[config.mk]
export PLATFORM = sky130hd
export DESIGN_NAME = vcl_vert_repeater
export DESIGN_NICKNAME = d
export VERILOG_FILES = /design/src/rtl/vcl_pkg.sv /design/src/rtl/vcl_edge_det.sv /design/src/rtl/vcl_repeat_lut.sv /design/src/rtl/vcl_vert_repeater.sv
export SDC_FILE = /design/constraint.sdc
export NUM_CORES = 1
export LEC_CHECK = 0
export BUFFER_PORTS_ARGS = -buffer_cell sky130_fd_sc_hd__buf_2
export CAP_MARGIN = 20
export CORE_AREA = 2 2 66 68
export DETAILED_ROUTE_END_ITERATION = 8
export DIE_AREA = 0 0 68 70
export GPL_TIMING_DRIVEN = 1
export PLACE_DENSITY = 0.75
export SKIP_LAST_GASP = 1
export SYNTH_ARGS = -nofsm -noshare
export SYNTH_HDL_FRONTEND = slang
export SYNTH_SLANG_ARGS = --single-unit
[constraint.sdc]
create_clock -name clk -period 5 [get_ports clk]
set_clock_uncertainty 0.2 [all_clocks]
set_input_delay 0.25 -clock clk [delete_from_list [all_inputs] [get_ports clk]]
set_output_delay 0.25 -clock clk [all_outputs]
set_load 0.005 [all_outputs]
[src/rtl/vcl_pkg.sv]
package vcl_pkg;

    // Sequencer phase of the vertical timing engine
    typedef enum logic [1:0] {
        PH_IDLE   = 2'd0,
        PH_DELAY  = 2'd1,
        PH_ACTIVE = 2'd2,
        PH_DONE   = 2'd3
    } vcl_phase_e;

endpackage

[src/rtl/vcl_edge_det.sv]
module vcl_edge_det (
    input  logic clk,
    input  logic rst_n,
    input  logic sig,
    output logic rise
);

    logic sig_d;
    logic sig_q;

    always_comb begin
        sig_d = sig;
    end

    always_ff @(posedge clk) begin
        if (!rst_n) begin
            sig_q <= 1'b0;
        end else begin
            sig_q <= sig_d;
        end
    end

    assign rise = sig & ~sig_q;

endmodule

[src/rtl/vcl_repeat_lut.sv]
module vcl_repeat_lut #(
    parameter int FL_W  = 5,
    parameter int CH_W  = 7,
    parameter int REP_W = 4
) (
    input  logic [FL_W-1:0]  fline,
    input  logic [CH_W-1:0]  height,
    input  logic             dbl,
    output logic [REP_W-1:0] count
);

    // Number of weight bits below the two-bit base field
    localparam int NW   = CH_W - 2;
    // Span of font lines covered by the stride patterns
    localparam int CORE = 1 << (NW - 1);

    logic [NW-1:0]    hit;
    logic [REP_W-1:0] base;
    logic [REP_W-1:0] extra;
    logic [REP_W-1:0] per_line;

    // Top weight bit covers a contiguous span; lower bits pick lines
    // spaced by a power-of-two stride, centred in each stride window.
    for (genvar b = 0; b < NW; b++) begin : g_weight
        if (b == NW - 1) begin : g_span
            assign hit[b] = height[b] && (fline >= FL_W'(1)) && (fline <= FL_W'(CORE));
        end else begin : g_stride
            localparam int STRIDE = 1 << (NW - 1 - b);
            assign hit[b] = height[b] && (fline < FL_W'(CORE)) &&
                            ((fline & FL_W'(STRIDE - 1)) == FL_W'(STRIDE / 2));
        end
    end

    always_comb begin
        extra = '0;
        for (int i = 0; i < NW; i++) begin
            extra = extra + REP_W'(hit[i]);
        end
        if (height[CH_W-1]) begin
            base = height[CH_W-2] ? REP_W'(2) : REP_W'(1);
        end else begin
            base = '0;
        end
        per_line = REP_W'(1) + base + extra;
        count    = dbl ? REP_W'(per_line << 1) : per_line;
    end

endmodule

[src/rtl/vcl_vert_repeater.sv]
module vcl_vert_repeater #(
    parameter int ROWS       = 15,
    parameter int FONT_LINES = 18,
    parameter int VD_W       = 8,
    parameter int CH_W       = 7,
    parameter int DELAY_MUL  = 4
) (
    input  logic                           clk,
    input  logic                           rst_n,
    input  logic                           line_start,
    input  logic                           vsync,
    input  logic [VD_W-1:0]                vdelay,
    input  logic [CH_W-1:0]                height,
    input  logic                           dbl_height,
    output logic                           vde,
    output logic [$clog2(ROWS)-1:0]        row_idx,
    output logic [$clog2(FONT_LINES)-1:0]  font_line
);

    import vcl_pkg::*;

    localparam int ROW_W  = $clog2(ROWS);
    localparam int FL_W   = $clog2(FONT_LINES);
    localparam int SKIP_W = VD_W + $clog2(DELAY_MUL) + 1;
    localparam int REP_W  = $clog2(2 * (1 + 2 + (CH_W - 2)) + 1);

    localparam logic [ROW_W-1:0] ROW_LAST = ROW_W'(ROWS - 1);
    localparam logic [FL_W-1:0]  FL_LAST  = FL_W'(FONT_LINES - 1);

    typedef struct packed {
        vcl_phase_e        phase;
        logic [SKIP_W-1:0] skip;
        logic [ROW_W-1:0]  row;
        logic [FL_W-1:0]   fl;
        logic [REP_W-1:0]  rep;
        logic              vde;
    } state_t;

    state_t st_d;
    state_t st_q;

    logic             vs_rise;
    logic [REP_W-1:0] line_cnt;
    logic [SKIP_W-1:0] skip_load;

    vcl_edge_det u_vs_edge (
        .clk   (clk),
        .rst_n (rst_n),
        .sig   (vsync),
        .rise  (vs_rise)
    );

    vcl_repeat_lut #(
        .FL_W  (FL_W),
        .CH_W  (CH_W),
        .REP_W (REP_W)
    ) u_lut (
        .fline  (st_q.fl),
        .height (height),
        .dbl    (dbl_height),
        .count  (line_cnt)
    );

    assign skip_load = SKIP_W'(SKIP_W'(vdelay) * SKIP_W'(DELAY_MUL)) + SKIP_W'(1);

    always_comb begin
        st_d = st_q;
        if (vs_rise) begin
            st_d.phase = PH_DELAY;
            st_d.skip  = skip_load;
            st_d.row   = '0;
            st_d.fl    = '0;
            st_d.rep   = '0;
            st_d.vde   = 1'b0;
        end else if (line_start) begin
            unique case (st_q.phase)
                PH_DELAY: begin
                    if (st_q.skip == '0) begin
                        st_d.phase = PH_ACTIVE;
                        st_d.vde   = 1'b1;
                        st_d.row   = '0;
                        st_d.fl    = '0;
                        st_d.rep   = '0;
                    end else begin
                        st_d.skip = st_q.skip - SKIP_W'(1);
                    end
                end
                PH_ACTIVE: begin
                    if (REP_W'(st_q.rep + REP_W'(1)) < line_cnt) begin
                        st_d.rep = st_q.rep + REP_W'(1);
                    end else begin
                        st_d.rep = '0;
                        if (st_q.fl == FL_LAST) begin
                            st_d.fl = '0;
                            if (st_q.row == ROW_LAST) begin
                                st_d.phase = PH_DONE;
                                st_d.vde   = 1'b0;
                                st_d.row   = '0;
                            end else begin
                                st_d.row = st_q.row + ROW_W'(1);
                            end
                        end else begin
                            st_d.fl = st_q.fl + FL_W'(1);
                        end
                    end
                end
                default: begin
                    st_d = st_q;
                end
            endcase
        end
    end

    always_ff @(posedge clk) begin
        if (!rst_n) begin
            st_q <= '0;
        end else begin
            st_q <= st_d;
        end
    end

    assign vde       = st_q.vde;
    assign row_idx   = st_q.row;
    assign font_line = st_q.fl;

endmodule

==> impl_metrics.ini <==
[global_route]
grt_pass1_vias = 1697
grt_max_degree = 21
grt_pass1_wl_um = 7200
antenna_found_initial = 0
grt.overflow.total = 0
grt_usage = 0.190

[power_and_ir_drop]
totalPowerFinal_mw = 0.571
vdd_drop_max_uv = 170
powerDensity_nw_per_um2 = 241
power.leakage_nw = 0.986

[cts]
cts_tree = done
clockRootBuffer = clkbuf_8
clkTransAtPathRegs_ns = 0.07
clock_path_buffers = 2
insertion_delay_ns = 0.28
cts_num_sinks = 29
cts_made_buffers = 5
h-tree-depth = 2

[timing]
hold_viol = 0
fmax_mhz = 209
whs_ns = 0.0541
setup_viol = 0
tns_ns = 0
rsz0062_at_grt = yes
slew_viol_final = 0
slew_headroom = 0.458
fin_crit_ns = 4.79
timing.final.crit_share = 0.959
worst_slack_ns = 0.206
worstMarginPinSlew_ns = 0.810

[critical_path]
arrival_ns = 4.80
cp-start-kind = flip-flop
worstPathRequired_ns = 5.01
critical_path.max_fanout = 5
end_kind = flip-flop
crit_type = flip-flop to flip-flop

[cells_and_area]
area.growth.synth_to_final_pct = 15.4
drive_gt1_frac = 0.182
nNetsFinal = 323
insertedDiodeCount = 0
post-route-util = 0.571
num-fill-cells = 402

[routing]
wl_met1_um = 2000
drt-initial-drc-count = 120
wl_met3_um = 157
routed_wl_um = 4180
wl_met2_um = 1990
post_drt_wl_per_cell_um = 12.6
routed.top_layer = met4
drt-pass1-iter-count = 4
drc = 0
via_count = 1808
ant_nets = 0
drt-vias-per-instance = 5.45

[synthesis]
synth.avg_cell_area_um2 = 8.14
ys_async_sr_fraction = 0
synth_nets = 296
ys_ff_latch = 29
synthCells = 252
synth.distinct_cells = 40
synth_edf_count = 0
ys_seq_area_frac = 0.283
yosys_warnings = 0
netlist_area_um2 = 2050
synth_ff_type = dfxtp_1

[flow_run]
cap_viol_max_count = 0

[place]
io_buffers = 29
place_congestion = 0.784
hpwl_um = 3010
pre_cts_ws_ns = 0.108

[min_path]
worstHoldPathType = input port to flip-flop

[outcome]
outcome = completed

[floorplanning]
core_um2 = 4140
initial_core_util = 0.495
die_area_um2 = 4760
die_h_um = 70
ioPinCount = 30
die_w_um = 68
std_cell_rows = 24
==> layer usage <==
| layer | GRT usage | vias to the layer above |
|---|---|---|
| li1 | - | 948 |
| met1 | 0.239 | 820 |
| met2 | 0.320 | 36 |
| met3 | 0.0403 | 4 |
| met4 | 0.0533 | 0 |
| met5 | 0 | - |
==> final timing paths <==
check | slack (ns) | cells past startpoint | end | startpoint
max | 0.21 | 21 | st_q[26] | font_line[0]
min | 0.05 | 3 | st_q[20] | vdelay[3]
max reg2reg | 0.21 | 21 | st_q[26] | font_line[0]
min reg2reg | 0.26 | 2 | st_q[5] | st_q[5]
==> registers in the layout, summed over array words and instances, names as in the netlist <==
register and flops:
st_q 18, font_line 5, vde 1, row_idx 4, u_vs_edge.sig_q 1
==> worst max-delay path, cell delays in order (launching register included) <==
cell and delay, ns:
dfxtp_2 0.32, inv_1 0.05, ha_1 0.20, nor2b_1 0.14, and3_1 0.19, ha_1 0.26, inv_1 0.04, ha_1 0.30
fa_1 0.54, inv_1 0.04, ha_1 0.20, inv_1 0.07, fa_2 0.44, nand2_1 0.08, o21ai_0 0.08, ha_1 0.31
nand4_1 0.14, o22ai_4 0.18, o211ai_1 0.23, buf_4 0.20, or3_1 0.33, a31oi_1 0.17
==> layout by cell type (no fill, tap or decap), types with 7 or more instances in the layout <==
cell	Yosys	routed
dfxtp_1	29	28
or3_1	7	7
a21oi_1	28	27
inv_1	18	18
buf_2	0	29
xor2_1	7	7
nand3_1	10	10
ha_1	21	21
nand2_1	23	23
o21ai_0	16	16
nor2_1	8	7
buf_4	9	7
==> through the flow <==
step	std cells	instance area, µm²
final	332	2370
after global routing	332	2370
after CTS	330	2330
after detailed placement	321	2200
after global placement	321	2200
after floorplan	252	2050
==> power by group <==
group | total [mW] | internal (mW) | switching (mW)
Clock | 0.251 | 0.162 | 0.0886
Combinational | 0.0715 | 0.0319 | 0.0396
Sequential | 0.249 | 0.239 | 0.00945
Total | 0.571 | 0.434 | 0.138
==> layout make-up <==
cell class	count	area, µm²	area share
inverter	18	67.6	0.0285
sequential	29	582	0.246
multi-input combinational	188	1330	0.561
timing repair buffer	37	208	0.0877
tap	52	65.1	0.0275
clock buffer	7	86.3	0.0365
clock inverter	1	30.0	0.0127
==> Yosys cell counts (3+ instances only) <==
| master | number | area share |
|---|---|---|
| nor2b_1 | 3 | 0.0091 |
| nor2_1 | 8 | 0.015 |
| o21ai_0 | 16 | 0.039 |
| a21oi_1 | 28 | 0.068 |
| and2_1 | 3 | 0.0091 |
| a31oi_1 | 4 | 0.012 |
| nand3_1 | 10 | 0.024 |
| or4_1 | 6 | 0.022 |
| nand2_1 | 23 | 0.042 |
| ha_1 | 21 | 0.13 |
| buf_4 | 9 | 0.033 |
| xnor2_1 | 5 | 0.021 |
| or3_1 | 7 | 0.021 |
| o31ai_1 | 3 | 0.011 |
| nor3_1 | 3 | 0.0073 |
| nand4b_1 | 4 | 0.017 |
| o22ai_1 | 3 | 0.0091 |
| nand2b_1 | 6 | 0.018 |
| clkbuf_1 | 8 | 0.015 |
| fa_1 | 3 | 0.029 |
| and3_1 | 4 | 0.012 |
| nand3b_1 | 3 | 0.011 |
| dfxtp_1 | 29 | 0.28 |
| xor2_1 | 7 | 0.030 |
| inv_1 | 18 | 0.033 |
==> logic make-up (layout without fill, tap and decap cells) <==
logic type	count (synthesis)	in the layout	synth area share
AOI/OAI and AO/OA	63	63	0.177
xor gates and xnor gates	12	12	0.0512
adders and majority gates	24	24	0.157
buffers and inverters	35	63	0.0805
DFF	29	29	0.283
and+or+nand+nor	89	89	0.251
==> repair_timing <==
| item | in CTS | in global routing |
|---|---|---|
| gates resized for setup | 0 | 6 |
| endpoints found under the setup margin | 0 | 17 |
| buffers inserted | 0 | 2 |
| hold buffers | 1 | 0 |
| endpoints found under the hold margin | 1 | 0 |
(Power assumes the default switching activity.)
